**src/rtl/msel_pkg.sv**
```systemverilog
package msel_pkg;

    localparam int NREG   = 3;
    localparam int CFG_AW = 3;
    localparam logic [7:0] MAP_USED = 8'h1F;

    typedef enum logic [1:0] {
        CYC_IDLE,
        CYC_CODE,
        CYC_DRD,
        CYC_DWR
    } cyc_e;

    typedef struct packed {
        logic [2:0] spare;
        logic       d_main;
        logic       d_boot;
        logic       c_main;
        logic       c_boot;
        logic       c_sram;
    } map_t;

    function automatic cyc_e cyc_decode(input logic prog_n, input logic rd_n,
                                        input logic wr_n);
        if (!prog_n)     return CYC_CODE;
        else if (!rd_n)  return CYC_DRD;
        else if (!wr_n)  return CYC_DWR;
        else             return CYC_IDLE;
    endfunction

    function automatic logic [NREG-1:0] cyc_enable(input cyc_e k, input map_t m);
        case (k)
            CYC_CODE:         return {m.c_main, m.c_boot, m.c_sram};
            CYC_DRD, CYC_DWR: return {m.d_main, m.d_boot, 1'b1};
            default:          return '0;
        endcase
    endfunction

endpackage

```
**src/rtl/msel_cfg_regs.sv**
```systemverilog
module msel_cfg_regs
    import msel_pkg::*;
#(
    parameter int ADDR_W = 16,
    parameter logic [7:0] MAP_RST = 8'h12,
    parameter logic [NREG-1:0][ADDR_W-1:0] BASE_RST = '0,
    parameter logic [NREG-1:0][ADDR_W-1:0] MASK_RST = '0
) (
    input  logic                           clk,
    input  logic                           rst,
    input  logic                           idle,
    input  logic                           we,
    input  logic [CFG_AW-1:0]              addr,
    input  logic [ADDR_W-1:0]              wdata,
    output logic [ADDR_W-1:0]              rdata,
    output map_t                           act_map,
    output logic [NREG-1:0][ADDR_W-1:0]    act_base,
    output logic [NREG-1:0][ADDR_W-1:0]    act_mask
);

    localparam map_t MAP_INIT = map_t'(MAP_RST & MAP_USED);

    map_t                        pend_map;
    logic [NREG-1:0][ADDR_W-1:0] pend_base;
    logic [NREG-1:0][ADDR_W-1:0] pend_mask;

    // Pending copy: written by the CPU at any time
    always_ff @(posedge clk) begin
        if (rst) begin
            pend_map  <= MAP_INIT;
            pend_base <= BASE_RST;
            pend_mask <= MASK_RST;
        end else if (we) begin
            if (addr == '0)
                pend_map <= map_t'(wdata[7:0] & MAP_USED);
            for (int i = 0; i < NREG; i++) begin
                if (addr == CFG_AW'(1 + 2*i)) pend_base[i] <= wdata;
                if (addr == CFG_AW'(2 + 2*i)) pend_mask[i] <= wdata;
            end
        end
    end

    // Active copy: follows the pending one only between bus cycles
    always_ff @(posedge clk) begin
        if (rst) begin
            act_map  <= MAP_INIT;
            act_base <= BASE_RST;
            act_mask <= MASK_RST;
        end else if (idle) begin
            act_map  <= pend_map;
            act_base <= pend_base;
            act_mask <= pend_mask;
        end
    end

    always_comb begin
        rdata = '0;
        if (addr == '0)
            rdata[7:0] = pend_map;
        for (int i = 0; i < NREG; i++) begin
            if (addr == CFG_AW'(1 + 2*i)) rdata = pend_base[i];
            if (addr == CFG_AW'(2 + 2*i)) rdata = pend_mask[i];
        end
    end

endmodule

```
**src/rtl/msel_window.sv**
```systemverilog
module msel_window #(
    parameter int ADDR_W = 16
) (
    input  logic [ADDR_W-1:0] addr,
    input  logic [ADDR_W-1:0] base,
    input  logic [ADDR_W-1:0] mask,
    output logic              hit
);
    assign hit = ((addr ^ base) & mask) == '0;
endmodule

```
**src/rtl/msel_prio.sv**
```systemverilog
module msel_prio #(
    parameter int N = 3
) (
    input  logic [N-1:0] req,
    output logic [N-1:0] gnt
);
    logic taken;
    always_comb begin
        gnt   = '0;
        taken = 1'b0;
        for (int i = 0; i < N; i++) begin
            if (req[i] && !taken) begin
                gnt[i] = 1'b1;
                taken  = 1'b1;
            end
        end
    end
endmodule

```
**src/rtl/msel_decoder.sv**
```systemverilog
module msel_decoder
    import msel_pkg::*;
#(
    parameter int ADDR_W = 16,
    parameter logic [7:0] MAP_RST = 8'h12,
    parameter logic [NREG-1:0][ADDR_W-1:0] BASE_RST = {16'h0000, 16'h8000, 16'h0000},
    parameter logic [NREG-1:0][ADDR_W-1:0] MASK_RST = {16'h0000, 16'hC000, 16'hE000}
) (
    input  logic              clk,
    input  logic              rst,
    input  logic [ADDR_W-1:0] bus_addr,
    input  logic              prog_n,
    input  logic              rd_n,
    input  logic              wr_n,
    input  logic              cfg_we,
    input  logic [2:0]        cfg_addr,
    input  logic [ADDR_W-1:0] cfg_wdata,
    output logic [ADDR_W-1:0] cfg_rdata,
    output logic [2:0]        sel_o
);

    cyc_e                        cyc;
    logic                        idle;
    map_t                        act_map;
    logic [NREG-1:0][ADDR_W-1:0] act_base;
    logic [NREG-1:0][ADDR_W-1:0] act_mask;
    logic [NREG-1:0]             hit;
    logic [NREG-1:0]             en;
    logic [NREG-1:0]             req;

    assign cyc  = cyc_decode(prog_n, rd_n, wr_n);
    assign idle = (cyc == CYC_IDLE);

    msel_cfg_regs #(
        .ADDR_W   (ADDR_W),
        .MAP_RST  (MAP_RST),
        .BASE_RST (BASE_RST),
        .MASK_RST (MASK_RST)
    ) u_cfg (
        .clk      (clk),
        .rst      (rst),
        .idle     (idle),
        .we       (cfg_we),
        .addr     (cfg_addr),
        .wdata    (cfg_wdata),
        .rdata    (cfg_rdata),
        .act_map  (act_map),
        .act_base (act_base),
        .act_mask (act_mask)
    );

    for (genvar g = 0; g < NREG; g++) begin : g_win
        msel_window #(.ADDR_W(ADDR_W)) u_win (
            .addr (bus_addr),
            .base (act_base[g]),
            .mask (act_mask[g]),
            .hit  (hit[g])
        );
    end

    // Gate before arbitration so a blocked region never shadows a lower one
    assign en  = cyc_enable(cyc, act_map);
    assign req = hit & en;

    msel_prio #(.N(NREG)) u_prio (
        .req (req),
        .gnt (sel_o)
    );

endmodule

```
**config.mk**
```make
export PLATFORM = sky130hd
export DESIGN_NAME = msel_decoder
export DESIGN_NICKNAME = d
export VERILOG_FILES = /design/src/rtl/msel_pkg.sv /design/src/rtl/msel_cfg_regs.sv /design/src/rtl/msel_window.sv /design/src/rtl/msel_prio.sv /design/src/rtl/msel_decoder.sv
export SDC_FILE = /design/constraint.sdc
export NUM_CORES = 1
export LEC_CHECK = 0
export ABC_CLOCK_PERIOD_IN_PS = 3900
export BUFFER_PORTS_ARGS = -buffer_cell sky130_fd_sc_hd__buf_2
export CORE_MARGIN = 2
export CORE_UTILIZATION = 50
export DETAILED_ROUTE_END_ITERATION = 10
export MAX_ROUTING_LAYER = met4
export PLACE_DENSITY = 0.68
export SLEW_MARGIN = 20
export SYNTH_ARGS = -nofsm -noshare
export SYNTH_HDL_FRONTEND = slang
export SYNTH_SLANG_ARGS = --single-unit
```
**constraint.sdc**
```tcl
create_clock -name clk -period 3.9 [get_ports clk]
set_input_delay 0.78 -clock clk [delete_from_list [all_inputs] [get_ports clk]]
set_output_delay 0.78 -clock clk [all_outputs]
set_load 0.02 [all_outputs]
```
==> impl_metrics.py <==
metrics = {
    "die": {
        "die_x_um": 136.1,
        "initial_utilization_pct": 50.77,
        "die_h_um": 136.1,
        "rows": 48,
        "die-area_um2": 18510,
        "ios": 60,
        "core_area_um2": 17180,
    },
    "critical_path": {
        "critPathMaxFanout": 22,
        "endpoint_kind": "output pin",
        "r2r-end": "u_cfg.pend_map[1]",
        "r2r_setup_slack_ns": 3.00,
        "startpoint": "cfg_addr[1]",
        "cpMaxStageDelayCell": "and2b_1",
        "arrival_ns": 2.66,
        "path_class": "primary input to output pin",
        "r2r_start": "u_cfg.pend_map[1]",
        "crit_required_ns": 3.12,
        "max_stage_delay_ns": 0.76,
        "cp_num_buf_inv": 2,
        "critPathTopFamily": "simple AND/OR/NAND/NOR gates",
        "r2r_cells": 2,
        "crit_chain": "buf_2, and2b_1, a221oi_1, a21oi_1, buf_2",
        "crit_path_frequent_cell": "buf_2",
        "critPathLaunchType": "primary input",
    },
    "synthesis": {
        "syn_inst": 1110,
        "synth_edf_count": 0,
        "yosysWarnings": 0,
        "synth.most_common_cell": "nand2_1",
        "synth_area_um2": 8721,
        "syn_nets": 1151,
        "ys_seq_elements": 202,
        "synth.avg_cell_area_um2": 7.857,
        "ys_seq_area_share_pct": 46.37,
        "synth_common_cells": "400 x nand2_1, 226 x a21oi_1, 202 x dfxtp_1",
        "synth.top_cell.area_share_pct": 46.37,
        "synth_async_sr_flop_share_pct": 0,
        "synth.distinct_cells": 40,
        "yosysTopAreaCell": "dfxtp_1",
        "synthTopCellsByArea": "dfxtp_1 46%, nand2_1 17%, a21oi_1 13%, xor2_1 4.8%, mux2i_1 1.6%",
        "synth_top_flop_cell": "dfxtp_1",
    },
    "sta": {
        "report.final.setup_viol": 0,
        "relSlewSlack_pct": 27.58,
        "slew_viol_final": 0,
        "fin_tns_setup_ns": 0,
        "period_needed_ns": 3.439,
        "rsz0062_at_grt": "false",
        "max_clock_freq_ghz": 0.2908,
        "hold_violations": 0,
        "worst_pin_slew_ns": 1.086,
        "whs_ns": 0.4542,
        "min_period_over_period_pct": 88.18,
        "clock_skew_ns": 0.007202,
    },
    "pwr": {
        "power_frac_comb_pct": 7.6,
        "p_leak_nw": 3.582,
        "clkPwrFrac_pct": 44.9,
        "power_switching_w": 0.001065,
        "max-vdd-ir-drop_mv": 0.2735,
        "p_sw_share_pct": 23.80,
        "total_power_w": 0.004473,
        "pwr_density_cell_nw_per_um2": 462.3,
        "intPower_w": 0.003408,
        "seq_power_share_pct": 47.5,
    },
    "clock_network": {
        "cts_max_level": 1,
        "clk_latency_ns": 0.49,
        "cts.sinks": 202,
        "post_cts_buffers": 0,
        "cts-root-buf": "clkbuf_16",
        "ctsHoldBuffers": 0,
        "cts.repair.resized": 0,
        "cts_tree": "yes",
        "numCtsBuffers": 21,
        "clkTransAtPathRegs_ns": 0.06,
        "clock_tree.buffer_depth": 3,
    },
    "global_route": {
        "grt.total_usage_pct": 29.18,
        "overflow": 0,
        "grt_max_degree": 104,
        "grt_pass1_vias": 7007,
        "grt_antenna_before_repair": 0,
        "grt_pass1_wl_um": 40340,
    },
    "route": {
        "wire_per_inst_um": 19.17,
        "post-route-drc-count": 0,
        "drt_iter0_markers": 984,
        "ant_nets": 0,
        "viasPerCell": 5.642,
        "firstDrtPassIters": 5,
        "totalWireLength_um": 26070,
        "num_vias": 7673,
    },
    "final_layout": {
        "antenna_cells": 0,
        "final_area_um2": 9676,
        "layout-drive-gt1-share_pct": 10.93,
        "fill_cells": 1687,
        "syn2layout_area_growth_pct": 10.95,
        "final_nets": 1163,
        "final_cells": 1360,
    },
    "hold_path": {
        "hold_start": "u_cfg.act_mask[25]",
        "hold_path_class": "flip-flop to flip-flop",
        "hold_path_end": "u_cfg.act_mask[25]",
        "min_path_cells": 2,
    },
    "place": {
        "place_hpwl_um": 17340,
        "gp_congestion": 0.8691,
        "placed_cells": 1324,
        "dpl_cell_area_um2": 8982,
        "port_buffers": 59,
    },
    "status": {
        "status": "completed",
    },
    "flow_run": {
        "max_cap_viol_count": 0,
    },
}
power by group through the flow:
stage,Clock (W),Sequential [W],Combinational [W]
5_1_grt,0.00212,0.00213,0.000368
3_3_place_gp,0,0.00217,0.000333
2_1_floorplan,0,0.00216,0.000225
4_1_cts,0.00203,0.00212,0.000336
3_5_place_dp,0,0.00217,0.000334
6_report,0.00201,0.00213,0.000339
area by class of cell:
type,count,area (um^2),area share (%)
clock buffers,34,654.4,6.763
inverters,7,26.28,0.2716
well taps,225,281.5,2.910
repair buffers,69,389.1,4.022
clock inverters,2,38.79,0.4009
flip-flops and latches,202,4044,41.79
multi-input cells,821,4242,43.84
state kept, by name (all words and copies together) (netlist names):
signal	cells
u_cfg.act_base	48
u_cfg.act_map	5
u_cfg.act_mask	48
u_cfg.pend_base	48
u_cfg.pend_map	5
u_cfg.pend_mask	48
routing by layer:
metal  track usage, %  up-vias  share of wire, %
li1                 -     3713                 -
met1            44.74     3595                46
met2            40.59      332                43
met3            4.064       33               9.5
met4            6.076        0               1.4
met5                -        -                 0
placed cells by master (no fill, tap or decap), types with 2 or more instances in the layout:
master     instances
nor2b_1            4
inv_1              7
buf_4              9
nor4_1             2
a221oi_1          13
clkbuf_1           5
a22o_1             2
dfxtp_1          202
nand3_1            7
and3_1             3
nand2b_1          10
clkbuf_16         21
a21o_1             5
o22ai_1            2
xor2_1            48
clkbuf_8           8
nand3b_1          14
a211o_1            3
a22oi_1           18
a21oi_1          226
mux2_2            11
nor2_1            20
mux2i_1           14
mux4_2             5
nand2_1          399
buf_2             58
worst max path at each step:
stage / end / slack [ns] / depth (start not counted)
finish: cfg_rdata[13] / 0.46 / 5
global route: cfg_rdata[15] / 0.42 / 5
CTS: cfg_rdata[13] / 0.52 / 5
detailed placement: cfg_rdata[13] / 0.53 / 5
global placement: cfg_rdata[13] / 0.49 / 5
floorplan: sel_o[2] / 0.93 / 7
tightest hold or removal path, cell delays in order, from the launching register on:
cell and delay, ns:
dfxtp_1 0.31, nand2_1 0.05, a21oi_1 0.05
logic make-up (layout without fill, tap and decap cells):
logic type / count (synthesis) / in the layout / share of synthesized area (%)
flops: 202 / 202 / 46.37
mux: 30 / 30 / 4.318
simple gates: 472 / 472 / 22.25
buf+inv: 87 / 112 / 5.136
xor+xnor: 48 / 48 / 4.821
compound gates: 271 / 271 / 17.10
through the flow:
stage / utilization, % / setup slack (ns)
CTS: 56.33 / 0.5167
global route: 56.33 / 0.4194
global placement: 52.29 / 0.4874
finish: 56.33 / 0.4610
floorplan: - / 0.9329
detailed placement: 52.29 / 0.5276
Power figures use the tool's default switching activity.
